--- src/rtl/mbc_pkg.sv ---
package mbc_pkg;
  typedef enum logic [1:0] {
    VW_RAW  = 2'd0,
    VW_TAG  = 2'd1,
    VW_WAIT = 2'd2,
    VW_POLL = 2'd3
  } view_e;

  localparam int unsigned TAG_CODE_LSB = 28;
  localparam int unsigned TAG_CNT_LSB  = 18;
  localparam int unsigned TAG_CNT_W    = 10;
  localparam int unsigned TAG_FIFO_BIT = 17;
  localparam int unsigned TAG_T_BIT    = 16;
  localparam int unsigned TAG_F_BIT    = 1;
  localparam int unsigned TAG_E_BIT    = 0;
endpackage

--- src/rtl/mbc_store.sv ---
module mbc_store #(
  parameter int unsigned DEPTH = 8,
  parameter int unsigned DW    = 64,
  localparam int unsigned AW   = $clog2(DEPTH)
) (
  input  logic          clk,
  input  logic          rst_n,
  input  logic          wr_en,
  input  logic [AW-1:0] wr_idx,
  input  logic [DW-1:0] wr_data,
  input  logic [AW-1:0] rd_idx,
  output logic [DW-1:0] rd_data
);
  logic [DW-1:0] slot [DEPTH];

  for (genvar g = 0; g < DEPTH; g++) begin : g_slot
    always_ff @(posedge clk or negedge rst_n) begin
      if (!rst_n)                            slot[g] <= '0;
      else if (wr_en && wr_idx == AW'(g))    slot[g] <= wr_data;
    end
  end

  assign rd_data = slot[rd_idx];
endmodule

--- src/rtl/mbc_ctrl.sv ---
module mbc_ctrl
  import mbc_pkg::*;
#(
  parameter int unsigned DEPTH = 8,
  parameter int unsigned NTHR  = 8,
  localparam int unsigned AW   = $clog2(DEPTH),
  localparam int unsigned CW   = AW + 1,
  localparam int unsigned TW   = $clog2(NTHR)
) (
  input  logic            clk,
  input  logic            rst_n,
  input  logic            acc_en,
  input  logic            acc_wr,
  input  view_e           acc_view,
  input  logic [TW-1:0]   acc_tid,
  input  logic            new_t,
  input  logic            new_e,
  input  logic            new_f,
  output logic [AW-1:0]   rptr,
  output logic [CW-1:0]   cnt,
  output logic            e_flag,
  output logic            f_flag,
  output logic            t_flag,
  output logic            deq_fire,
  output logic            st_wr_en,
  output logic [AW-1:0]   st_wr_idx,
  output logic            blk_q,
  output logic [NTHR-1:0] wake_q
);
  logic [NTHR-1:0] mask, mask_n;
  logic [AW-1:0]   rptr_n;
  logic [CW-1:0]   cnt_n;
  logic            e_n, f_n, t_n;
  logic            is_q, hold, ef_rd, ef_wr, rd_stall, wr_stall, stall, release_m;
  logic            enq_fire, raw_wr, tag_wr;
  logic [AW-1:0]   tail_idx;

  assign is_q      = (acc_view == VW_WAIT) || (acc_view == VW_POLL);
  assign hold      = (acc_view == VW_WAIT);
  assign ef_rd     = acc_en && !acc_wr && is_q;
  assign ef_wr     = acc_en &&  acc_wr && is_q;
  assign rd_stall  = ef_rd && hold && e_flag;
  assign wr_stall  = ef_wr && hold && f_flag;
  assign stall     = rd_stall || wr_stall;
  assign release_m = (ef_rd || ef_wr) && !stall;
  assign deq_fire  = ef_rd && !rd_stall && (cnt != '0);
  assign enq_fire  = ef_wr && !wr_stall && (cnt < CW'(DEPTH));
  assign raw_wr    = acc_en && acc_wr && (acc_view == VW_RAW) && (cnt != '0);
  assign tag_wr    = acc_en && acc_wr && (acc_view == VW_TAG);
  assign tail_idx  = rptr + cnt[AW-1:0];
  assign st_wr_en  = enq_fire || raw_wr;
  assign st_wr_idx = enq_fire ? tail_idx : tail_idx - AW'(1);

  always_comb begin
    rptr_n = rptr;
    cnt_n  = cnt;
    e_n    = e_flag;
    f_n    = f_flag;
    t_n    = t_flag;
    mask_n = mask;
    if (tag_wr) begin
      t_n = new_t;
      e_n = new_e;
      f_n = new_f;
      if (new_e) cnt_n = '0;
    end
    if (ef_rd) begin
      f_n = 1'b0;
      if (rd_stall) begin
        mask_n = mask | (NTHR'(1) << acc_tid);
      end else begin
        mask_n = '0;
        if (deq_fire) begin
          rptr_n = rptr + AW'(1);
          cnt_n  = cnt - CW'(1);
        end
        if (cnt_n == '0) e_n = 1'b1;
      end
    end
    if (ef_wr) begin
      e_n = 1'b0;
      if (wr_stall) begin
        mask_n = mask | (NTHR'(1) << acc_tid);
      end else begin
        mask_n = '0;
        if (enq_fire) cnt_n = cnt + CW'(1);
        if (cnt_n == CW'(DEPTH)) f_n = 1'b1;
      end
    end
  end

  always_ff @(posedge clk or negedge rst_n) begin
    if (!rst_n) begin
      rptr   <= '0;
      cnt    <= '0;
      e_flag <= 1'b1;
      f_flag <= 1'b0;
      t_flag <= 1'b0;
      mask   <= '0;
      blk_q  <= 1'b0;
      wake_q <= '0;
    end else begin
      rptr   <= rptr_n;
      cnt    <= cnt_n;
      e_flag <= e_n;
      f_flag <= f_n;
      t_flag <= t_n;
      mask   <= mask_n;
      blk_q  <= stall;
      wake_q <= release_m ? mask : '0;
    end
  end


  no_overflow_chk: assert property (@(posedge clk) disable iff (!rst_n)
    cnt <= CW'(DEPTH));


  pop_count_chk: assert property (@(posedge clk) disable iff (!rst_n)
    (acc_en && !acc_wr && acc_view == VW_POLL && cnt != '0) |=> (cnt == $past(cnt) - CW'(1)));


  blocked_read_chk: assert property (@(posedge clk) disable iff (!rst_n)
    (acc_en && !acc_wr && acc_view == VW_WAIT && e_flag) |=> (blk_q && $stable(cnt) && $stable(rptr)));


  wake_release_chk: assert property (@(posedge clk) disable iff (!rst_n)
    (acc_en && acc_view == VW_POLL) |=> (mask == '0 && wake_q == $past(mask)));


  tag_clear_chk: assert property (@(posedge clk) disable iff (!rst_n)
    (tag_wr && new_e) |=> (cnt == '0 && e_flag));
endmodule

--- src/rtl/mbox_cell.sv ---
module mbox_cell
  import mbc_pkg::*;
#(
  parameter int unsigned DEPTH = 8,
  parameter int unsigned NTHR  = 8,
  parameter int unsigned DW    = 64,
  localparam int unsigned AW   = $clog2(DEPTH),
  localparam int unsigned CW   = AW + 1,
  localparam int unsigned TW   = $clog2(NTHR)
) (
  input  logic            clk,
  input  logic            rst_n,
  input  logic            acc_valid,
  input  logic            acc_write,
  input  logic [1:0]      acc_view,
  input  logic [TW-1:0]   acc_tid,
  input  logic [DW-1:0]   acc_wdata,
  output logic            rsp_valid,
  output logic [DW-1:0]   rsp_rdata,
  output logic            rsp_block,
  output logic [NTHR-1:0] wake_mask
);
  view_e          vw;
  logic [AW-1:0]  rptr, st_wr_idx;
  logic [CW-1:0]  cnt;
  logic           e_flag, f_flag, t_flag, deq_fire, st_wr_en;
  logic [DW-1:0]  head, tag_word, rdata_n;

  assign vw = view_e'(acc_view);

  mbc_ctrl #(.DEPTH(DEPTH), .NTHR(NTHR)) u_ctrl (
    .clk(clk), .rst_n(rst_n), .acc_en(acc_valid), .acc_wr(acc_write),
    .acc_view(vw), .acc_tid(acc_tid),
    .new_t(acc_wdata[TAG_T_BIT]), .new_e(acc_wdata[TAG_E_BIT]), .new_f(acc_wdata[TAG_F_BIT]),
    .rptr(rptr), .cnt(cnt), .e_flag(e_flag), .f_flag(f_flag), .t_flag(t_flag),
    .deq_fire(deq_fire), .st_wr_en(st_wr_en), .st_wr_idx(st_wr_idx),
    .blk_q(rsp_block), .wake_q(wake_mask)
  );

  mbc_store #(.DEPTH(DEPTH), .DW(DW)) u_store (
    .clk(clk), .rst_n(rst_n), .wr_en(st_wr_en), .wr_idx(st_wr_idx),
    .wr_data(acc_wdata), .rd_idx(rptr), .rd_data(head)
  );

  always_comb begin
    tag_word = '0;
    tag_word[TAG_CODE_LSB +: 4]        = 4'(AW);
    tag_word[TAG_CNT_LSB +: TAG_CNT_W] = TAG_CNT_W'(cnt);
    tag_word[TAG_FIFO_BIT]             = 1'b1;
    tag_word[TAG_T_BIT]                = t_flag;
    tag_word[TAG_F_BIT]                = f_flag;
    tag_word[TAG_E_BIT]                = e_flag;
  end

  always_comb begin
    rdata_n = '0;
    if (!acc_write) begin
      unique case (vw)
        VW_RAW:  rdata_n = head;
        VW_TAG:  rdata_n = tag_word;
        default: rdata_n = deq_fire ? head : '0;
      endcase
    end
  end

  always_ff @(posedge clk or negedge rst_n) begin
    if (!rst_n) begin
      rsp_valid <= 1'b0;
      rsp_rdata <= '0;
    end else begin
      rsp_valid <= acc_valid;
      rsp_rdata <= acc_valid ? rdata_n : '0;
    end
  end


  rsp_follow_chk: assert property (@(posedge clk) disable iff (!rst_n)
    acc_valid |=> rsp_valid);


  wake_only_on_rsp_chk: assert property (@(posedge clk) disable iff (!rst_n)
    (wake_mask != '0) |-> rsp_valid && !rsp_block);
endmodule

--- config.mk ---
export PLATFORM = sky130hd
export DESIGN_NAME = mbox_cell
export DESIGN_NICKNAME = d
export VERILOG_FILES = /design/src/rtl/mbc_pkg.sv /design/src/rtl/mbc_store.sv /design/src/rtl/mbc_ctrl.sv /design/src/rtl/mbox_cell.sv
export SDC_FILE = /design/constraint.sdc
export NUM_CORES = 1
export LEC_CHECK = 0
export BUFFER_PORTS_ARGS = -buffer_cell sky130_fd_sc_hd__buf_2
export CORE_MARGIN = 10
export CORE_UTILIZATION = 55
export CTS_BUF_LIST = sky130_fd_sc_hd__clkbuf_16
export CTS_CLUSTER_SIZE = 20
export DETAILED_ROUTE_END_ITERATION = 10
export HOLD_SLACK_MARGIN = 0.05
export PLACE_DENSITY = 0.88
export SETUP_SLACK_MARGIN = 0.1
export SLEW_MARGIN = 20
export SYNTH_ARGS = -nofsm -noshare
export SYNTH_HDL_FRONTEND = slang
export SYNTH_SLANG_ARGS = --single-unit
export TNS_END_PERCENT = 50
--- constraint.sdc ---
create_clock -name clk -period 3 [get_ports clk]
set_clock_uncertainty 0.1 [all_clocks]
set_input_delay 0.6 -clock clk [delete_from_list [all_inputs] [get_ports clk]]
set_output_delay 0.6 -clock clk [all_outputs]
set_load 0.01 [all_outputs]
After elaboration in Yosys (flattened, before gate mapping)
Cells that the tools add are included.
{"block": "word_totals", "regBits": 604, "latch_bits": 0, "ram_bits": 0, "romBits": 0, "input_bits": 73, "output_inout_bits": 74, "n_memories": 0}
{"block": "op_classes", "n_addsub": 5, "mul": 0, "div": 0, "order_cmp": 2, "n_eq_ne": 11, "n_shift": 1, "muxes": 35, "bitwise_logic": 3, "n_reduce_logical": 38}
{"cell": "64-bit 2-to-1 mux", "n": 5}
{"cell": "64-bit binary-select mux with 3-bit select", "n": 1}
{"cell": "64-bit case mux with 2 select lines", "n": 1}
{"cell": "4-bit 2-to-1 mux", "n": 12}
{"cell": "8-bit 2-to-1 mux", "n": 5}
{"cell": "1-bit logical AND", "n": 24}
{"cell": "3-bit == test, second input constant", "n": 4}
{"cell": "1-bit 2-to-1 mux", "n": 10}
{"cell": "8-bit bitwise OR", "n": 1}
{"cell": "1-bit by 3-bit << shifter with 8-bit output, first input constant", "n": 1}
{"cell": "3-bit by 2-bit == test with 1-bit output, second input constant", "n": 2}
{"cell": "4-bit by 1-bit adder with 4-bit output, second input constant", "n": 1}
{"cell": "2-bit == test, second input constant", "n": 2}
{"cell": "4-bit == test, second input constant", "n": 1}
{"cell": "4-bit >= comparator, second input constant", "n": 1}
{"cell": "1-bit logical NOT", "n": 4}
{"cell": "4-bit logical NOT", "n": 1}
{"cell": "1-bit logical OR", "n": 4}
{"cell": "4-bit < comparator, second input constant", "n": 1}
{"cell": "3-bit inverter with 4-bit output", "n": 1}
{"cell": "4-bit nonzero test", "n": 1}
{"cell": "4-bit by 1-bit subtractor with 4-bit output, second input constant", "n": 1}
{"cell": "3-bit by 1-bit adder with 3-bit output, second input constant", "n": 1}
{"cell": "3-bit adder", "n": 1}
{"cell": "9 further kinds", "n": 9}

Logic depth before layout (Yosys ltp)
{"block": "logic_depth", "ltp_word": 20, "depth_mapped": 10}

Hierarchy
From an unflattened synthesis, not the netlist that was laid out.
{"block": "hier_totals", "cells_unflattened": 1613, "area_unflattened_um2": 26390.3}
{"module": "mbc_store", "instances": 1, "cells_each": 1314, "area_each_um2": 22779.3, "seq_area_each_um2": 12812.3}
{"module": "mbox_cell", "instances": 1, "cells_each": 158, "area_each_um2": 2159.6, "seq_area_each_um2": 1626.6}
{"module": "mbc_ctrl", "instances": 1, "cells_each": 141, "area_each_um2": 1451.4, "seq_area_each_um2": 676.9}

Least setup slack after synthesis
No wires, ideal clock.
{"block": "synth_timing", "path_type": "reg2reg", "from": "reg u_ctrl.cnt[0]", "to": "reg u_store.slot[259] in the netlist's numbering", "setup_ns": 0.125, "arrival_time_ns": 2.781, "slack_ns": -0.005, "path_stages_with_launch": 10, "path_buffers": 1, "cell_sequence": "dfrtp_1 ha_1 fa_1 inv_1 ha_1 nor4_1 a221oi_2 nor2_2 buf_2 mux2_2"}
{"block": "synth_between", "elab_chain_cells": 5}
{"item": "start: declaration", "line_no": "mbc_ctrl.sv:20", "source": "output logic [CW-1:0] cnt,"}
{"item": "start signal: assignment", "line_no": "mbc_ctrl.sv:104", "source": "cnt <= cnt_n;"}
{"item": "3-bit adder or 4-bit < comparator (tied branches)", "line_no": "mbc_ctrl.sv:50, mbc_ctrl.sv:47"}
{"item": "3-bit by 1-bit subtractor with 3-bit output or 1-bit logical AND (tied branches)", "line_no": "mbc_ctrl.sv:52, mbc_ctrl.sv:47"}
{"item": "3-bit 2-to-1 mux", "line_no": "mbc_ctrl.sv:52", "source": "assign st_wr_idx = enq_fire ? tail_idx : tail_idx - AW'(1);"}
{"item": "3-bit by 2-bit == test with 1-bit output", "line_no": "mbc_store.sv:19", "source": "else if (wr_en && wr_idx == AW'(g)) slot[g] <= wr_data;"}
{"item": "1-bit logical AND *", "line_no": "mbc_store.sv:19"}
{"item": "end signal: indexed assignment", "line_no": "mbc_store.sv:19"}
{"item": "end: declaration", "line_no": "mbc_store.sv:14", "source": "logic [DW-1:0] slot [DEPTH];"}
Every way passes the cells marked *; elsewhere a longest branch is shown, timed or not.
A chain may end at the register's enable or synchronous reset.

Worst setup path after layout
{"block": "layout_timing", "from": "reg u_ctrl.rptr[0]", "to": "reg u_store.slot[145] in the netlist's numbering"}
{"block": "layout_between", "elab_chain_cells": 5}
{"item": "start: declaration", "line_no": "mbc_ctrl.sv:19", "source": "output logic [AW-1:0] rptr,"}
{"item": "start signal: assignment", "line_no": "mbc_ctrl.sv:103", "source": "rptr <= rptr_n;"}
{"item": "3-bit adder *", "line_no": "mbc_ctrl.sv:50", "source": "assign tail_idx = rptr + cnt[AW-1:0];"}
{"item": "3-bit by 1-bit subtractor with 3-bit output", "line_no": "mbc_ctrl.sv:52"}
{"item": "3-bit 2-to-1 mux *", "line_no": "mbc_ctrl.sv:52"}
{"item": "3-bit == test *", "line_no": "mbc_store.sv:19"}
{"item": "1-bit logical AND *", "line_no": "mbc_store.sv:19"}
Marks and branches as above.

==> flow_metrics.env <==
export IMPL_grt_max_degree=125
export IMPL_die_h_um=237
export IMPL_dp_hpwl_um=35600
export IMPL_antenna_found_initial=9
export IMPL_path_class="flip-flop to flip-flop"
export IMPL_path_clk_slew_ps=70
export IMPL_cpPeakStageDelay_ps=550
export IMPL_timing_fmax_mhz=310
export IMPL_yosysWarnings=0
export IMPL_drtIter0Drc=1187
export IMPL_finalMaxSlewViolations=0
export IMPL_track_usage_pct=22.2
export IMPL_root_buffer="clkbuf_16"
export IMPL_synth_yosys_seq_area_share_pct=58.2
export IMPL_ys_flop_type="dfrtp_1"
export IMPL_numCtsBuffers=60
export IMPL_worstMarginPinSlew_ps=1160
export IMPL_rsz0062_at_grt="yes"
export IMPL_fin_ws_ps=-223
export IMPL_slew_headroom_pct=22.5
export IMPL_dr_pass1_iters=5
export IMPL_violations="setup timing"
export IMPL_via_per_inst=6.18
export IMPL_yosysUniqueCellTypes=44
export IMPL_syn_area_per_cell_sq_um=16.2
export IMPL_postRouteAntennaNets=0
export IMPL_whs_endpoint="u_ctrl.mask[7]"
export IMPL_cts_tree="done"
export IMPL_reg2reg_depth=11
export IMPL_numClockSinks=604
export IMPL_p_per_area_nw_per_um2=1060
export IMPL_r2r_end="u_store.slot[145]"
export IMPL_gp_congestion=0.884
export IMPL_die_x_um=237
export IMPL_hp_start="acc_tid[0]"
export IMPL_design_core_area_sq_um=46700
export IMPL_num_nets_final=1906
export IMPL_ff2ff_setup_slack_ps=-220
export IMPL_holdWs_ps=189
export IMPL_syn_to_final_growth_pct=20.6
export IMPL_synth_largest_area_cell="dfrtp_1"
export IMPL_cp_end_kind="flip-flop"
export IMPL_crit_chain="ha_4, fa_2, inv_2, ha_4, inv_2, a311oi_2, a31oi_4, nor2_4, buf_12, bufbuf_16, mux2_2"
export IMPL_grt_pass1_wl_um=98700
export IMPL_avgRoutedWirePerCell_um=25.7
export IMPL_async_flop_share_pct=100
export IMPL_peakVddDrop_v=0.00102
export IMPL_grt_pass1_vias=16900
export IMPL_placed_cells=2329
export IMPL_total_leakage_power_nw=14.4
export IMPL_via_count=15400
export IMPL_portBuffers=146
export IMPL_pin_count=147
export IMPL_drc=0
export IMPL_status="finished with violations"
export IMPL_worstPathRequired_ps=3410
export IMPL_crit_fanout=8
export IMPL_hold_path_class="input pin to flip-flop"
export IMPL_rr_startpoint="u_ctrl.rptr[0]"
export IMPL_setup_viol=501
export IMPL_timing_final_crit_share_pct=107
export IMPL_h_tree_depth=2
export IMPL_syn_nets=1682
export IMPL_fin_cells=2486
export IMPL_syn_inst=1603
export IMPL_netlist_area_leader_share_pct=58.1
export IMPL_min_path_cells=3
export IMPL_ys_ff_latch=604
export IMPL_drive_above_1_share_pct=48.6
export IMPL_clk_latency_ps=630
export IMPL_rows=79
export IMPL_p_total_w=0.0334
export IMPL_finalHoldViolations=0
export IMPL_wl_um=63800
export IMPL_clockBufferDepth=3
export IMPL_grt_overflow_total=0
export IMPL_cap_viol_max_count=0
export IMPL_die_area_sq_um=56300
export IMPL_ys_top_cells_by_area="dfrtp_1 (58%), mux2_2 (17%), mux4_2 (11%), mux2_1 (5.6%), mux2i_1 (2.6%)"
export IMPL_synth_edf_count=0
export IMPL_arrival_ps=3630
export IMPL_timing_setup_tns_ps=-52680
export IMPL_slowest_stage="fa_2"
export IMPL_syn_area_sq_um=26000
export IMPL_period_needed_ps=3220
export IMPL_start_kind="flip-flop"
export IMPL_initial_utilization_pct=55.7
==> worst max-delay path, delay by kind of cell, from the launching register on <==
kind                     cells  cell delay (ps)
adder cells (fa/ha/maj)      3             1000
AND/OR/NAND/NOR              1              150
multiplexers                 1              340
AO/OA/AOI/OAI                2              430
buffers and inverters        4              570
flip-flops                   1              500
==> state kept, by name, indices dropped and copies added, names as in the netlist <==
name and cells:
u_ctrl.t_flag 1, rsp_valid 1, u_ctrl.blk_q 1, u_ctrl.e_flag 1, rsp_rdata 64, u_ctrl.mask 8
u_ctrl.rptr 3, u_ctrl.f_flag 1, u_ctrl.wake_q 8, u_store.slot 512, u_ctrl.cnt 4
==> final cells by class <==
| class | instances | area, sq um |
|---|---|---|
| fillers | 2980 | 15300 |
| flip-flops and latches | 604 | 15100 |
| multi-input cells | 892 | 10900 |
| repair buffers | 262 | 2540 |
| clock buffers | 61 | 1530 |
| well taps | 607 | 759 |
| clock inverters | 51 | 473 |
| inverters | 7 | 26.3 |
| diodes | 2 | 5.00 |
==> synthesized netlist by cell type, types with 2 or more instances <==
cell and count:
dfrtp_1 603, a221oi_2 2, a31oi_1 8, buf_1 18
mux2_2 386, nor2b_1 4, and3_1 3, nor4_1 3
mux4_2 128, o21ai_0 4, ha_1 5, a21oi_1 9
mux2_1 129, nor2_1 77, and2_1 8, nand2b_1 3
a311oi_1 5, clkbuf_1 28, nor2_2 8, inv_1 7
nand2_1 9, a211oi_1 7, o31ai_1 2, nand4_1 5
nor3_1 4, mux2i_1 67, buf_2 54
==> power breakdown <==
part / leakage, nW / switching [W] / internal [W]
combinational: 5.61 / 0.00536 / 0.00720
clock: 1.01 / 0.00321 / 0.00446
sequential: 7.78 / 0.00176 / 0.0114
total: 14.4 / 0.0103 / 0.0230
==> worst max-delay path by stage <==
stage | cells past startpoint | to | start
floorplan | 9 | u_store.slot[13] | acc_valid
CTS | 9 | u_store.slot[363] | u_ctrl.rptr[0]
finish | 11 | u_store.slot[145] | u_ctrl.rptr[0]
global placement | 8 | u_store.slot[247] | u_ctrl.rptr[0]
detailed placement | 8 | u_store.slot[251] | u_ctrl.rptr[0]
global route | 10 | u_store.slot[363] | u_ctrl.rptr[0]
==> what timing repair did <==
action / CTS / global route
pin swaps: 6 / 3
endpoints found under the setup margin: 512 / 512
resized for setup: 91 / 41
hold buffers: 1 / 0
buffers inserted: 20 / 5
gates cloned: 10 / 7
hold endpoints to repair: 43 / 0
==> routing by layer <==
layer,GRT usage [%],share of wire [%],up-vias
met5,0,0.14,-
met2,37.1,50,464
met4,6.53,2.3,14
li1,-,-,6379
met1,29.0,42,8389
met3,4.45,5.3,122
==> cells by family after synthesis <==
| logic type | synth area share (%) |
|---|---|
| mux | 36.0 |
| buf+inv | 1.81 |
| simple gates | 2.33 |
| flops | 58.2 |
| fa+ha+maj | 0.318 |
| compound gates | 1.15 |
| xor+xnor | 0.246 |
==> metrics by stage <==
step                utilization [%]  area [sq um]  worst slack, ps
finish                         67.2         31300             -223
global route                   67.2         31300             -230
CTS                            66.4         31000            -49.9
detailed placement             60.2         28100             -117
global placement               60.2         28100            -25.4
floorplan                         -         26100             39.0
==> placed cells by master, fill, tap and decap left out, types with 5 or more instances in the layout <==
master,instances
mux2_1,109
dfrtp_1,599
nand4_1,5
mux4_2,128
and2_1,8
a31oi_1,5
nor2_1,77
buf_12,40
a211oi_1,7
buf_4,46
mux2_2,329
buf_6,7
mux2_4,77
nand2_1,9
clkinv_2,8
clkinv_1,19
inv_1,13
buf_2,145
buf_16,12
clkbuf_16,68
nor2_4,8
mux2i_1,67
bufinv_16,9
a21oi_1,9
Power figures use the tool's default switching activity.
